### src/rtl/cmt_pkg.sv
package cmt_pkg;
    localparam int NCH      = 3;
    localparam int AW       = 10;
    localparam int DW       = 16;
    localparam int NDIV     = 4;               // prescaler taps: /1 /4 /16 /64
    localparam int SEL_W    = $clog2(NDIV);
    localparam int PRE_W    = 2 * (NDIV - 1);
    localparam logic [AW-1:0] RUN_ADDR = 10'h280;

    localparam logic [3:0] OFF_CTRL = 4'd0;
    localparam logic [3:0] OFF_MODE = 4'd1;
    localparam logic [3:0] OFF_PIN  = 4'd2;
    localparam logic [3:0] OFF_IEN  = 4'd4;
    localparam logic [3:0] OFF_STAT = 4'd5;
    localparam logic [3:0] OFF_CNT  = 4'd6;
    localparam logic [3:0] OFF_CMP  = 4'd8;

    function automatic logic [AW-1:0] win_base(input int idx);
        case (idx)
            0:       return 10'h300;
            1:       return 10'h380;
            default: return 10'h000;
        endcase
    endfunction

    typedef struct packed {
        logic [7:0]    ctrl;
        logic [7:0]    mode;
        logic [7:0]    pinc;
        logic [7:0]    ien;
        logic [DW-1:0] cnt;
        logic [DW-1:0] cmp;
        logic          f_match;
        logic          f_wrap;
        logic          arm_match;
        logic          arm_wrap;
        logic          pin;
    } chan_t;
endpackage

### src/rtl/cmt_prescaler.sv
module cmt_prescaler
    import cmt_pkg::*;
(
    input  logic            clk,
    input  logic            rst_n,
    output logic [NDIV-1:0] tick
);
    logic [PRE_W-1:0] div_d, div_q;

    always_comb begin
        div_d = div_q + 1'b1;
    end

    always_ff @(posedge clk) begin
        if (!rst_n) div_q <= '0;
        else        div_q <= div_d;
    end

    generate
        for (genvar k = 0; k < NDIV; k++) begin : g_tap
            if (k == 0) begin : g_full
                assign tick[k] = 1'b1;
            end else begin : g_div
                assign tick[k] = &div_q[2*k-1:0];
            end
        end
    endgenerate

    // the slowest tap never fires on two cycles in a row
    a_r3_slow_tap_gap: assert property (@(posedge clk) disable iff (!rst_n)
        tick[NDIV-1] |=> !tick[NDIV-1]);
endmodule

### src/rtl/cmt_channel.sv
module cmt_channel
    import cmt_pkg::*;
(
    input  logic            clk,
    input  logic            rst_n,
    input  logic [NDIV-1:0] tick_i,
    input  logic            run_i,
    input  logic            wr_i,
    input  logic            rd_i,
    input  logic [3:0]      off_i,
    input  logic [DW-1:0]   wdata_i,
    output logic [DW-1:0]   rdata_o,
    output logic            pin_o,
    output logic            irq_o
);
    chan_t ch_d, ch_q;
    logic  tick, hit, clr, wrap;
    logic [2:0] csel;

    always_comb begin
        ch_d = ch_q;
        csel = ch_q.ctrl[2:0];
        tick = run_i && (csel < 3'(NDIV)) && tick_i[csel[SEL_W-1:0]];
        hit  = tick && (ch_q.cnt == ch_q.cmp);
        clr  = hit && (ch_q.ctrl[7:5] == 3'd1);
        wrap = tick && !clr && (ch_q.cnt == '1);

        if (clr)       ch_d.cnt = '0;
        else if (tick) ch_d.cnt = ch_q.cnt + 1'b1;

        if (hit && !ch_q.pinc[3] && (ch_q.pinc[1:0] != 2'd0)) begin
            case (ch_q.pinc[1:0])
                2'd1:    ch_d.pin = 1'b0;
                2'd2:    ch_d.pin = 1'b1;
                default: ch_d.pin = !ch_q.pin;
            endcase
        end

        if (rd_i && off_i == OFF_STAT) begin
            ch_d.arm_match = ch_q.f_match;
            ch_d.arm_wrap  = ch_q.f_wrap;
        end

        if (wr_i) begin
            case (off_i)
                OFF_CTRL: ch_d.ctrl = wdata_i[7:0];
                OFF_MODE: ch_d.mode = wdata_i[7:0];
                OFF_PIN: begin
                    ch_d.pinc = wdata_i[7:0];
                    if (!wdata_i[3] && wdata_i[1:0] != 2'd0) ch_d.pin = wdata_i[2];
                end
                OFF_IEN:  ch_d.ien = wdata_i[7:0];
                OFF_STAT: begin
                    if (!wdata_i[0] && ch_q.arm_match) ch_d.f_match = 1'b0;
                    if (!wdata_i[4] && ch_q.arm_wrap)  ch_d.f_wrap  = 1'b0;
                    ch_d.arm_match = 1'b0;
                    ch_d.arm_wrap  = 1'b0;
                end
                OFF_CNT:  ch_d.cnt = wdata_i;
                OFF_CMP:  ch_d.cmp = wdata_i;
                default: ;
            endcase
        end

        if (hit)  ch_d.f_match = 1'b1;
        if (wrap) ch_d.f_wrap  = 1'b1;
    end

    always_ff @(posedge clk) begin
        if (!rst_n) begin
            ch_q     <= '0;
            ch_q.cmp <= '1;
        end else begin
            ch_q <= ch_d;
        end
    end

    always_comb begin
        rdata_o = '0;
        if (rd_i) begin
            case (off_i)
                OFF_CTRL: rdata_o = {8'h00, ch_q.ctrl};
                OFF_MODE: rdata_o = {8'h00, ch_q.mode};
                OFF_PIN:  rdata_o = {8'h00, ch_q.pinc};
                OFF_IEN:  rdata_o = {8'h00, ch_q.ien};
                OFF_STAT: rdata_o = {11'd0, ch_q.f_wrap, 3'd0, ch_q.f_match};
                OFF_CNT:  rdata_o = ch_q.cnt;
                OFF_CMP:  rdata_o = ch_q.cmp;
                default:  rdata_o = '0;
            endcase
        end
    end

    assign pin_o = ch_q.pin;
    assign irq_o = (ch_q.f_match && ch_q.ien[0]) || (ch_q.f_wrap && ch_q.ien[4]);

    // a halted channel with no counter write keeps its count
    a_r1_halt_holds: assert property (@(posedge clk) disable iff (!rst_n)
        (!run_i && !(wr_i && off_i == OFF_CNT)) |=> $stable(ch_q.cnt));
    // clear-on-match loads zero
    a_r4_clear_on_match: assert property (@(posedge clk) disable iff (!rst_n)
        (clr && !(wr_i && off_i == OFF_CNT)) |=> (ch_q.cnt == '0));
    // a match leaves the match flag set
    a_r5_match_flag: assert property (@(posedge clk) disable iff (!rst_n)
        hit |=> ch_q.f_match);
    // a wrap leaves the wrap flag set
    a_r6_wrap_flag: assert property (@(posedge clk) disable iff (!rst_n)
        wrap |=> ch_q.f_wrap);
    // an unarmed flag cannot fall
    a_r9_unarmed_keeps: assert property (@(posedge clk) disable iff (!rst_n)
        (ch_q.f_match && !ch_q.arm_match) |=> ch_q.f_match);
endmodule

### src/rtl/cmt_unit.sv
module cmt_unit
    import cmt_pkg::*;
(
    input  logic           clk,
    input  logic           rst_n,
    input  logic           wr_en,
    input  logic           rd_en,
    input  logic [9:0]     addr,
    input  logic [15:0]    wdata,
    output logic [15:0]    rdata,
    output logic [2:0]     cmp_out,
    output logic [2:0]     irq
);
    logic [NDIV-1:0] tick;
    logic [NCH-1:0]  run_d, run_q;
    logic [NCH-1:0]  hit;
    logic [DW-1:0]   ch_rdata [NCH];
    logic            run_sel;

    cmt_prescaler u_pre (
        .clk   (clk),
        .rst_n (rst_n),
        .tick  (tick)
    );

    always_comb begin
        run_sel = (addr == RUN_ADDR);
        run_d   = run_q;
        if (wr_en && run_sel) run_d = wdata[NCH-1:0];
    end

    always_ff @(posedge clk) begin
        if (!rst_n) run_q <= '0;
        else        run_q <= run_d;
    end

    generate
        for (genvar i = 0; i < NCH; i++) begin : g_ch
            localparam logic [AW-1:0] BASE = win_base(i);
            assign hit[i] = (addr[AW-1:4] == BASE[AW-1:4]);
            cmt_channel u_ch (
                .clk     (clk),
                .rst_n   (rst_n),
                .tick_i  (tick),
                .run_i   (run_q[i]),
                .wr_i    (wr_en && hit[i]),
                .rd_i    (rd_en && hit[i]),
                .off_i   (addr[3:0]),
                .wdata_i (wdata),
                .rdata_o (ch_rdata[i]),
                .pin_o   (cmp_out[i]),
                .irq_o   (irq[i])
            );
        end
    endgenerate

    always_comb begin
        rdata = '0;
        if (rd_en && run_sel) rdata = DW'(run_q);
        for (int i = 0; i < NCH; i++) rdata = rdata | ch_rdata[i];
    end

    // a run-register write lands in the run bits
    a_r1_run_write: assert property (@(posedge clk) disable iff (!rst_n)
        (wr_en && run_sel) |=> (run_q == $past(wdata[NCH-1:0])));
    // at most one window decodes an address
    a_r2_one_window: assert property (@(posedge clk) disable iff (!rst_n)
        $onehot0(hit));
endmodule

### config.mk
export PLATFORM = sky130hd
export DESIGN_NAME = cmt_unit
export DESIGN_NICKNAME = d
export VERILOG_FILES = /design/src/rtl/cmt_pkg.sv /design/src/rtl/cmt_prescaler.sv /design/src/rtl/cmt_channel.sv /design/src/rtl/cmt_unit.sv
export SDC_FILE = /design/constraint.sdc
export NUM_CORES = 1
export LEC_CHECK = 0
export BUFFER_PORTS_ARGS = -buffer_cell sky130_fd_sc_hd__buf_2
export CORE_MARGIN = 3
export CORE_UTILIZATION = 39
export CTS_CLUSTER_SIZE = 20
export DETAILED_ROUTE_END_ITERATION = 7
export GPL_TIMING_DRIVEN = 0
export SYNTH_ARGS = -nofsm -noshare
export SYNTH_HDL_FRONTEND = slang
export SYNTH_HIERARCHICAL = 1
export SYNTH_SLANG_ARGS = --single-unit
### constraint.sdc
create_clock -name clk -period 6.65 [get_ports clk]
set_clock_uncertainty 0.15 [all_clocks]
set_input_delay 0 -clock clk [delete_from_list [all_inputs] [get_ports clk]]
set_output_delay 0 -clock clk [all_outputs]
set_load 0.02 [all_outputs]
==> run metrics, run 1 <==
outcome=finished, final reports clean; GRT Resource Usage Total=24.5%; Iter 0 DRT Violations=between 1000 and 1500; area grow syn2layout=16.6%; total grt overflow=0; Critical Path Sink=run_q[1]; XOR/XNOR Fraction of Synth Area=about 7.3%; Initial Util=40.1%; Placed Area=12400 sq um; clock sinks=between 200 and 250; post_cts resized=0; Finish-stage setup viols=0; Synth Area in Adders=1.07%; Final nets=about 1600; cts bufs inserted=26; largest net degree at the start of global routing=23; via/cell ratio=5.65; Chip Height=179 microns; Sum Neg Setup Slack=0 ns; number of placement rows=62; clock-pin slew on the worst setup and hold paths=0.06 ns; Worst Setup End Kind=flop; H-tree depth=1; vias in the first global route=approximately 10000; drt wl/cell=approximately 21 microns; top cells by area, synth=dfxtp_1 37%, nand2_1 7.7%, mux2i_1 6.7%, nor2b_1 4.8%, nand3_1 4.6%; Syn Nets=1460; Hold/Removal Path Class=in2reg; sequential share of the synthesized area=36.9%; CP arrival=3.53 ns; number of synthesized register bits=216; Yosys cell types=66; Post-route DRC=0; final WL=slightly below 40000 microns; R2R Setup Slk=3.63 ns; Synth warnings=6; Worst Reg2Reg Path Length in Cells=11; antenna violations before repair=0; Yosys top cell by area=dfxtp_1; Rel. slew slack=46.2%; RePlAce Congestion=about 0.94; drt first pass iters=6; mux contribution to synthesized area=under 10%; Final HPWL DP=approximately 27000 microns; post-synthesis compound-gate area fraction=14.8%; launch point of the worst path=addr[8]; non-filler cells, final=about 1900; first-pass GRT wire length=60800 microns; Fin. Hold Viols=0; root buf cell=clkbuf_16; main combinational cell family by area after synthesis=simple AND/OR/NAND/NOR gates; RR Endpoint=g_ch[0].u_ch/ch_q[36]; period utilisation layout=48.3%; P per Cell Area=225 nW/um^2; Final Slew Violations=0; Post-synth EDFFs=0; syn_area_per_cell=8.25 sq um; Core Region=29200 sq um; Synth top area share=a little under two fifths; actual slew at the worst max-slew pin=0.807 ns; max-cap violations=0; most numerous cell in the Yosys netlist=nand2_1; FMAX=0.311 GHz; Post-CTS Setup Bufs=0; hold_buf cts=24; IO Count=52; Die Area=32100 sq um; RSZ-0062 raised after global routing=no; vias=10900; mapped cell area=11700 sq um; PortBufs=51; antenna-violating nets left=0; Leak=5.02 nW; Worst Setup Path Type=in2reg; crit-path max FO=4; async set-reset flop share out of synthesis=0%; CTS tree=yes; Worst setup SP type=input port; fin area=13700 sq um; simple-gate share of the synthesized area=27.6%; CP required=6.96 ns; RR Startpoint=u_pre/div_q[0]; n_diodes=0; Die W=179 microns; CTS max path bufs=3; Worst-Skew Late Latency=0.53 ns; layout cell share with drive strength beyond 1=a little over a tenth; Synth top cells by count=240 x nand2_1, 216 x dfxtp_1, 108 x nand3_1; Most used DFF post-synth=dfxtp_1; Final min period=3.21 ns; VDD IR max=171 uV; Syn Inst Count=between 1000 and 1500; DP Cell Count=1855
-- worst max-delay path, stage by stage --
cell and delay, ns:
dlygate4sd3_1 0.54, buf_2 0.14, or4b_4 0.49, dlygate4sd3_1 0.61, nor4_4 0.28, dlygate4sd3_1 0.68, mux2i_1 0.21, dlygate4sd3_1 0.57
-- how the worst min path moves through the flow --
| stage | depth (start not counted) | slack, ns | start | end |
|---|---|---|---|---|
| floorplan | 2 | -0.04 | wdata[1] | g_ch[0].u_ch/ch_q[22] |
| global placement | 3 | 0.18 | wdata[0] | run_q[0] |
| detailed placement | 3 | 0.20 | wdata[0] | run_q[0] |
| CTS | 6 | 0.07 | addr[7] | g_ch[1].u_ch/ch_q[1] |
| global route | 6 | 0.17 | addr[7] | g_ch[1].u_ch/ch_q[1] |
| finish | 6 | 0.10 | addr[7] | g_ch[1].u_ch/ch_q[1] |
-- area by class of cell --
cell class / count / area, sq um
Buffer: 93 / 414
Clock buffer: 36 / 769
Clock inverter: 9 / 195
Fill cell: 2922 / 15500
Inverter: 17 / 63.8
Multi-Input combinational cell: 1094 / 6910
Sequential cell: 216 / 4320
Tap cell: 384 / 480
Timing Repair Buffer: 75 / 495
-- through the flow --
step	hold WS [ns]	worst slack [ns]	utilization, %	total power [W]
global placement	0.181	3.66	42.7	0.00150
CTS	0.0717	3.51	46.8	0.00310
global route	0.169	3.39	46.8	0.00316
finish	0.103	3.44	46.8	0.00308
detailed placement	0.195	3.64	42.7	0.00150
floorplan	-0.0414	4.01	-	0.00142
-- routing by layer --
| layer | up-vias | track usage, % | share of wire, % |
|---|---|---|---|
| li1 | 5197 | - | - |
| met1 | 5195 | 35.2 | 46 |
| met2 | 408 | 37.9 | 44 |
| met3 | 80 | 2.82 | 6.8 |
| met4 | 0 | 8.57 | 4.0 |
| met5 | - | 0 | 0 |
-- cell families (layout without fill, tap and decap cells) --
| logic type | count (synthesis) | count (layout) |
|---|---|---|
| buffers and inverters | 110 | 230 |
| AND/OR/NAND/NOR | 648 | 648 |
| AO/OA/AOI/OAI | 247 | 247 |
| multiplexers | 92 | 92 |
| flip-flops | 216 | 216 |
| other | 1 | 1 |
| XOR/XNOR | 96 | 96 |
| adder cells (fa/ha/maj) | 10 | 10 |
-- state kept, by name, summed over array words and instances, names as in the netlist --
register,flops
run_q,3
g_ch.u_ch/pin_o,3
u_pre/div_q,6
g_ch.u_ch/ch_q,204
-- cells in the final DEF (no fill, tap or decap), drive strengths merged, types with 6 or more instances in the layout --
master       count
nand2          240
dfxtp          216
nand3          108
clkbuf          96
nor2b           90
buf             84
mux2i           78
nor2            78
o21ai           66
a22oi           51
xnor2           51
xor2            45
a21boi          38
nand4           27
dlygate4sd3     24
and2            21
or3             18
inv             17
and3            15
a21oi           14
o22ai           13
mux2            12
nor3            10
a222oi          10
ha              10
a31oi            9
nor4             9
a22o             8
o21a             7
or2              7
bufinv           6
o32a             6
a221oi           6
-- power by group --
group / internal (W) / total [W] / switching [W]
clock network: 0.00103 / 0.00159 / 0.000561
logic: 0.0000588 / 0.000180 / 0.000121
registers: 0.00130 / 0.00130 / 0.00000268
total: 0.00239 / 0.00308 / 0.000685
(Power assumes the default switching activity.)
==> run 2, diff against run 1 <==
==> constraint.sdc (replaced) <==
create_clock -name clk -period 2.95 [get_ports clk]
set_clock_uncertainty 0.15 [all_clocks]
set_input_delay 0 -clock clk [delete_from_list [all_inputs] [get_ports clk]]
set_output_delay 0 -clock clk [all_outputs]
set_load 0.02 [all_outputs]
==> run 2 against run 1 <==
Register-to-register slack worse by 3.5 ns. Clock power grew 130%. Worst hold slack improved by 0.00070 ns. Wire length fell by 0.25%. Die area unchanged.
==> run metrics, run 2 (synthesis results as in run 1) <==
Largest register FFs=204 (unchanged); actual slew at the worst max-slew pin=0.823 ns (+0.0163 ns); IO Count=52 (unchanged); P per Cell Area=507 nW/um^2 (+130%); drt first pass iters=6 (unchanged); clock-pin slew on the worst setup and hold paths=0.06 ns (about the same); grt met3 use=2.82% (unchanged); Fin. Hold Viols=0 (unchanged); drt wl/cell=20.7 microns (-0.14%); total grt overflow=0 (unchanged); Core Region=29200 sq um (unchanged); vias=10900 (+0.51%); Worst Setup End Kind=flop; Worst setup SP type=flop; Placed Area=12400 sq um (unchanged); Post-route DRC=0 (unchanged); GRT Resource Usage Total=24.5% (about the same); Final nets=1561 (-0.13%); area grow syn2layout=16.7%; CP arrival=3.09 ns (-0.44 ns); routing usage on met1=35.2% (about the same); crit-path max FO=10 (+6); Hold Path Origin=addr[7]; CTS max path bufs=3 (unchanged); PortBufs=51 (unchanged); via/cell ratio=5.69 (+0.61%); number of placement rows=62 (unchanged); gr busiest metal=met2; largest net degree at the start of global routing=23 (unchanged); top flop regs=g_ch.u_ch/ch_q: 204 flops, u_pre/div_q: 6 flops; antenna violations before repair=0 (unchanged); RR Endpoint=g_ch[1].u_ch/ch_q[36]; root buf cell=clkbuf_16; Final Slew Violations=0 (unchanged); FMAX=0.354 GHz; Worst Reg2Reg Path Length in Cells=11 (unchanged); RSZ-0062 raised after global routing=no; vias in the first global route=10300 (-0.13%); period utilisation layout=between 90% and 100%; first-pass GRT wire length=60700 microns (about the same); CP required=3.21 ns (-3.75 ns); Final min period=2.83 ns; max-cap violations=0 (unchanged); Chip Height=179 microns (unchanged); n_diodes=0 (unchanged); fin area=13700 sq um (+0.11%); H-tree depth=1 (unchanged); most frequent cells in the layout=240 x nand2_1, 215 x dfxtp_1, 108 x nand3_1; Worst-Skew Late Latency=0.53 ns (about the same); Initial Util=40.1% (unchanged); Iter 0 DRT Violations=1074 (+7.3%); final WL=39700 microns (-0.25%); Rel. slew slack=45.1% (-1.1 points); Die W=179 microns (unchanged); commonest non-fill, non-tap cell in the layout=nand2_1; clock sinks=216 (unchanged); layout cell share with drive strength beyond 1=10.9% (+0.34 points); hold path cells=6 (unchanged); Final HPWL DP=27500 microns (unchanged); VDD IR max=385 uV (+130%); antenna-violating nets left=0 (unchanged); Hold Path End=g_ch[1].u_ch/ch_q[1]; final core utilization=46.9% (+0.051 points); outcome=finished, final reports clean; RR Startpoint=u_pre/div_q[1]; RePlAce Congestion=0.941 (unchanged); global-route met2 utilization=37.8% (-0.047 points); Worst Setup Path Type=reg2reg; R2R Setup Slk=0.12 ns (-3.51 ns); Hold/Removal Path Class=in2reg; Finish-stage setup viols=0 (unchanged); most flop-heavy register=g_ch.u_ch/ch_q; CTS tree=yes; fillcell total=2918 (-0.14%); Leak=5.01 nW (-0.21%); Die Area=32100 sq um (unchanged); cts bufs inserted=26 (unchanged)
run 2: worst max-delay path by stage:
stage | to | from | cells past startpoint | slack [ns]
6_report | g_ch[1].u_ch/ch_q[36] | u_pre/div_q[1] | 11 | 0.12
5_1_grt | rdata[5] | addr[8] | 9 | 0.01
4_1_cts | g_ch[0].u_ch/ch_q[36] | u_pre/div_q[0] | 11 | 0.02
3_5_place_dp | g_ch[0].u_ch/ch_q[36] | u_pre/div_q[0] | 11 | -0.06
3_3_place_gp | g_ch[0].u_ch/ch_q[36] | u_pre/div_q[0] | 11 | -0.04
2_1_floorplan | g_ch[0].u_ch/ch_q[36] | u_pre/div_q[0] | 11 | 0.31
run 2: critical path, stage by stage, from the launching register on:
cell and delay [ns]:
dfxtp_1 0.34, ha_4 0.19, and3_2 0.26, and3_4 0.20, mux4_2 0.46, and3b_1 0.25
buf_2 0.21, and3_1 0.16, buf_2 0.15, nand4_1 0.11, xor2_1 0.17, o21ai_1 0.07
run 2: timing repair:
item,CTS,global route
resized for setup,2,6
hold buffers,23,0
setup buffers,0,0
setup endpoints to repair,6,46
endpoints found under the hold margin,158,0
pin swaps,0,1
run 2: area by class of cell:
cell class	instances	area, sq um	area share (%)
inverter	17	63.8	0.467
timing repair buffer	74	485	3.55
clock inverter	9	195	1.43
tap	384	480	3.52
buffer	92	413	3.02
multi-input combinational	1094	6930	50.7
clock buffer	36	769	5.63
sequential	216	4330	31.7
run 2: power breakdown:
| part | internal, W | leakage [nW] | switching [W] |
|---|---|---|---|
| clock network | 0.00233 | 0.476 | 0.00127 |
| registers | 0.00293 | 1.74 | 0.00000710 |
| logic | 0.000133 | 2.79 | 0.000271 |
| total | 0.00539 | 5.01 | 0.00154 |
run 2: through the flow:
| step | total power [W] | hold WS, ns | worst slack [ns] | cells | setup TNS, ns |
|---|---|---|---|---|---|
| after CTS | 0.00699 | 0.0717 | 0.0226 | 1923 | 0 |
| after global placement | 0.00337 | 0.181 | -0.0417 | 1855 | -0.0582 |
| after detailed placement | 0.00337 | 0.195 | -0.0561 | 1855 | -0.157 |
| after global routing | 0.00714 | 0.169 | 0.0129 | 1922 | 0 |
| final | 0.00693 | 0.104 | 0.122 | 1922 | 0 |
| after floorplan | 0.00320 | -0.0414 | 0.314 | 1420 | 0 |
run 2: metal layers:
metal  vias to the layer above  wire length (microns)
li1                       5196                      -
met3                        84                   2890
met2                       441                  17300
met4                         0                   1570
met5                         -                      0
met1                      5214                  17900
==> run 3, diff against run 2 <==
--- a/config.mk
+++ b/config.mk
@@ -11,6 +11,7 @@
 export CTS_CLUSTER_SIZE = 20
 export DETAILED_ROUTE_END_ITERATION = 7
 export GPL_TIMING_DRIVEN = 0
+export REMOVE_ABC_BUFFERS = 1
 export SYNTH_ARGS = -nofsm -noshare
 export SYNTH_HDL_FRONTEND = slang
 export SYNTH_HIERARCHICAL = 1
==> run 3 against run 2 <==
The flow now finishes with violations (hold timing). Total power is 9.2% lower. Final cell count is 4.7% lower. Fmax is 1.6% lower. Via count is 5.0% lower. First-iteration DRC count is 4.7% lower. Die area stayed put. Critical path type is now in2out. Largest cell class unchanged.
==> run metrics, run 3 (synthesis results as in run 1) <==
via/cell ratio=5.67 (-0.27%); critical-path cell list=buf_2, or2_1, nor3b_2, a222oi_1, o21ai_0, nor2b_1, a2111o_1, buf_2; Initial Util=40.1% (unchanged); max-cap violations=0 (unchanged); Switching Share=23.3% (+1.1 points); CTS tree=yes; Core Region=29200 sq um (unchanged); Worst Setup Path Type=in2out; M1 WL=17000 microns (-5.0%); Finish-stage setup viols=0 (unchanged); commonest non-fill, non-tap cell in the layout=nand2_1; top flop regs=g_ch.u_ch/ch_q: 204 flops, u_pre/div_q: 6 flops; most frequent cells in the layout=239 x nand2_1, 216 x dfxtp_1, 108 x nand3_1; GRT Resource Usage Total=22.4% (-2.1 points); Most Frequent Cell on Critical Path=buf_2; period utilisation layout=97.4% (+1.6 points); RePlAce Congestion=0.895 (-4.9%); Final Total Pwr=0.00630 W (-9.2%); post-route setup slack=0.0754 ns (-0.0461 ns); Hold/Removal Path Class=in2reg; Final Slew Violations=0 (unchanged); vias=10400 (-5.0%); Worst Hold Slack=-0.0316 ns (-0.135 ns); met2 wire length=16500 microns (-4.8%); RSZ-0062 raised after global routing=no; RR Endpoint=g_ch[1].u_ch/ch_q[30]; Clk pwr share=47.2% (-4.6 points); root buf cell=clkbuf_16; Setup WS pre-CTS=-0.729 ns (-0.672 ns); Iter 0 DRT Violations=1024 (-4.7%); actual slew at the worst max-slew pin=1.06 ns (+0.241 ns); drt first pass iters=6 (unchanged); Final min period=2.87 ns (+0.0461 ns); VDD IR max=437 uV (+14%); RR Startpoint=u_pre/div_q[0]; n_diodes=0 (unchanged); Worst-Skew Late Latency=0.54 ns (about the same); Reg power frac=46.6% (+4.2 points); outcome=complete, but fails checks; Sum Neg Setup Slack=0 ns (unchanged); P per Cell Area=476 nW/um^2 (-6.3%); Fin. Hold Viols=3 (+3); Leak=4.79 nW (-4.4%); Rel. slew slack=28.7% (-16 points); final WL=36800 microns (-7.3%); CTS max path bufs=3 (unchanged); Worst setup SP type=input port; Hold Path Origin=addr[9]; CP arrival=2.72 ns (-0.37 ns); cell family with most CP delay=simple AND/OR/NAND/NOR gates; CP required=2.80 ns (-0.41 ns); Worst Setup End Kind=output pin; Hold Path End=g_ch[1].u_ch/ch_q[49]; R2R Setup Slk=0.11 ns (about the same); Die Area=32100 sq um (unchanged); Worst Reg2Reg Path Length in Cells=9 (-2); vias in the first global route=9698 (-5.5%); cts bufs inserted=25 (-3.8%); Die W=179 microns (unchanged); Int Power=0.00483 W (-10%); Post-route DRC=0 (unchanged); Largest register FFs=204 (unchanged); antenna violations before repair=0 (unchanged); slowest CP cell=nor3b_2; total grt overflow=0 (unchanged); Psw=0.00147 W (-4.9%); first-pass GRT wire length=56600 microns (-6.8%); largest net degree at the start of global routing=103 (+350%); IO Count=52 (unchanged); fillcell total=2903 (-0.51%); antenna-violating nets left=0 (unchanged); crit-path max FO=35 (+25); Critical path buffers and inverters=2 (unchanged); FMAX=0.348 GHz (-1.6%); DR WL met3=2170 microns (-25%); drt wl/cell=20.1 microns (-2.7%); most flop-heavy register=g_ch.u_ch/ch_q; Chip Height=179 microns (unchanged); area grow syn2layout=13.1%; H-tree depth=1 (unchanged); top sig layer=met4; number of placement rows=62 (unchanged); clock-pin slew on the worst setup and hold paths=0.06 ns (about the same); hold path cells=5 (-1); PortBufs=51 (unchanged); Final HPWL DP=24500 microns (-11%); violated checks=hold timing; layout cell share with drive strength beyond 1=10.0% (-0.84 points); clock sinks=216 (unchanged); Final nets=1475 (-5.5%); slowest stage delay, CP=0.88 ns (+0.42 ns); combinational power share=6.1% (+0.3 points)
==> run 3: changes by cell type in the layout (fill, tap and decap cells not counted), moves of 3 or more <==
cell       before  now
clkbuf_1       60    4
buf_2          72   49
bufinv_16       6    1
buf_4           6    2
nor3_1         10    6
nor3_2          0    4
buf_1           3    0
clkbuf_2        3    0
nor2b_1        90   87
nor2b_2         0    3
o21ai_1         9    6
==> run 3: layer usage <==
metal / vias up / global-route usage, %
met1: 4995 / 31.8
met3: 68 / 2.50
met4: 0 / 6.77
li1: 5006 / -
met5: - / 0
met2: 320 / 35.8
==> run 3: power groups by stage <==
stage                     logic (W)  clock network (W)  registers, W
after floorplan            0.000144                  0       0.00300
after global placement     0.000343                  0       0.00300
after detailed placement   0.000346                  0       0.00300
after CTS                  0.000373            0.00303       0.00294
after global routing       0.000410            0.00315       0.00294
final                      0.000387            0.00298       0.00294
==> run 3: repair_timing <==
item	CTS	global route
pin swaps	0	2
hold buffers	22	3
resized for setup	14	8
hold endpoints to repair	188	6
endpoints found under the setup margin	68	71
buffers inserted	0	3
==> run 3: tightest hold or removal path, stage by stage <==
cell and delay [ns]:
buf_2 0.13, nand3_1 0.13, nor2_2 0.16, nand3_1 0.11, a21boi_0 0.07
==> run 3: how the worst max path moves through the flow <==
stage	startpoint	endpoint	slack, ns	cells past startpoint
floorplan	addr[5]	g_ch[2].u_ch/pin_o	0.23	8
global placement	addr[5]	g_ch[2].u_ch/pin_o	-0.64	9
detailed placement	addr[5]	g_ch[2].u_ch/pin_o	-0.73	9
CTS	addr[5]	g_ch[2].u_ch/pin_o	0.03	9
global route	addr[1]	rdata[6]	0.008	8
finish	addr[1]	rdata[2]	0.08	8
==> run 3: layout make-up <==
cell class,instances,area (sq um),share of cell area [%]
tap,384,480,3.63
clock inverter,4,48.8,0.368
timing repair buffer,81,592,4.47
clock buffer,35,723,5.46
inverter,17,63.8,0.482
sequential,216,4320,32.6
multi-input combinational,1094,7010,52.9
==> run 3: metrics by stage <==
| step | cells | util, % | cell area, sq um |
|---|---|---|---|
| after floorplan | 1327 | - | 11300 |
| after global placement | 1762 | 41.2 | 12000 |
| after detailed placement | 1764 | 41.5 | 12100 |
| after CTS | 1825 | 45.1 | 13200 |
| after global routing | 1831 | 45.4 | 13200 |
| final | 1831 | 45.4 | 13200 |
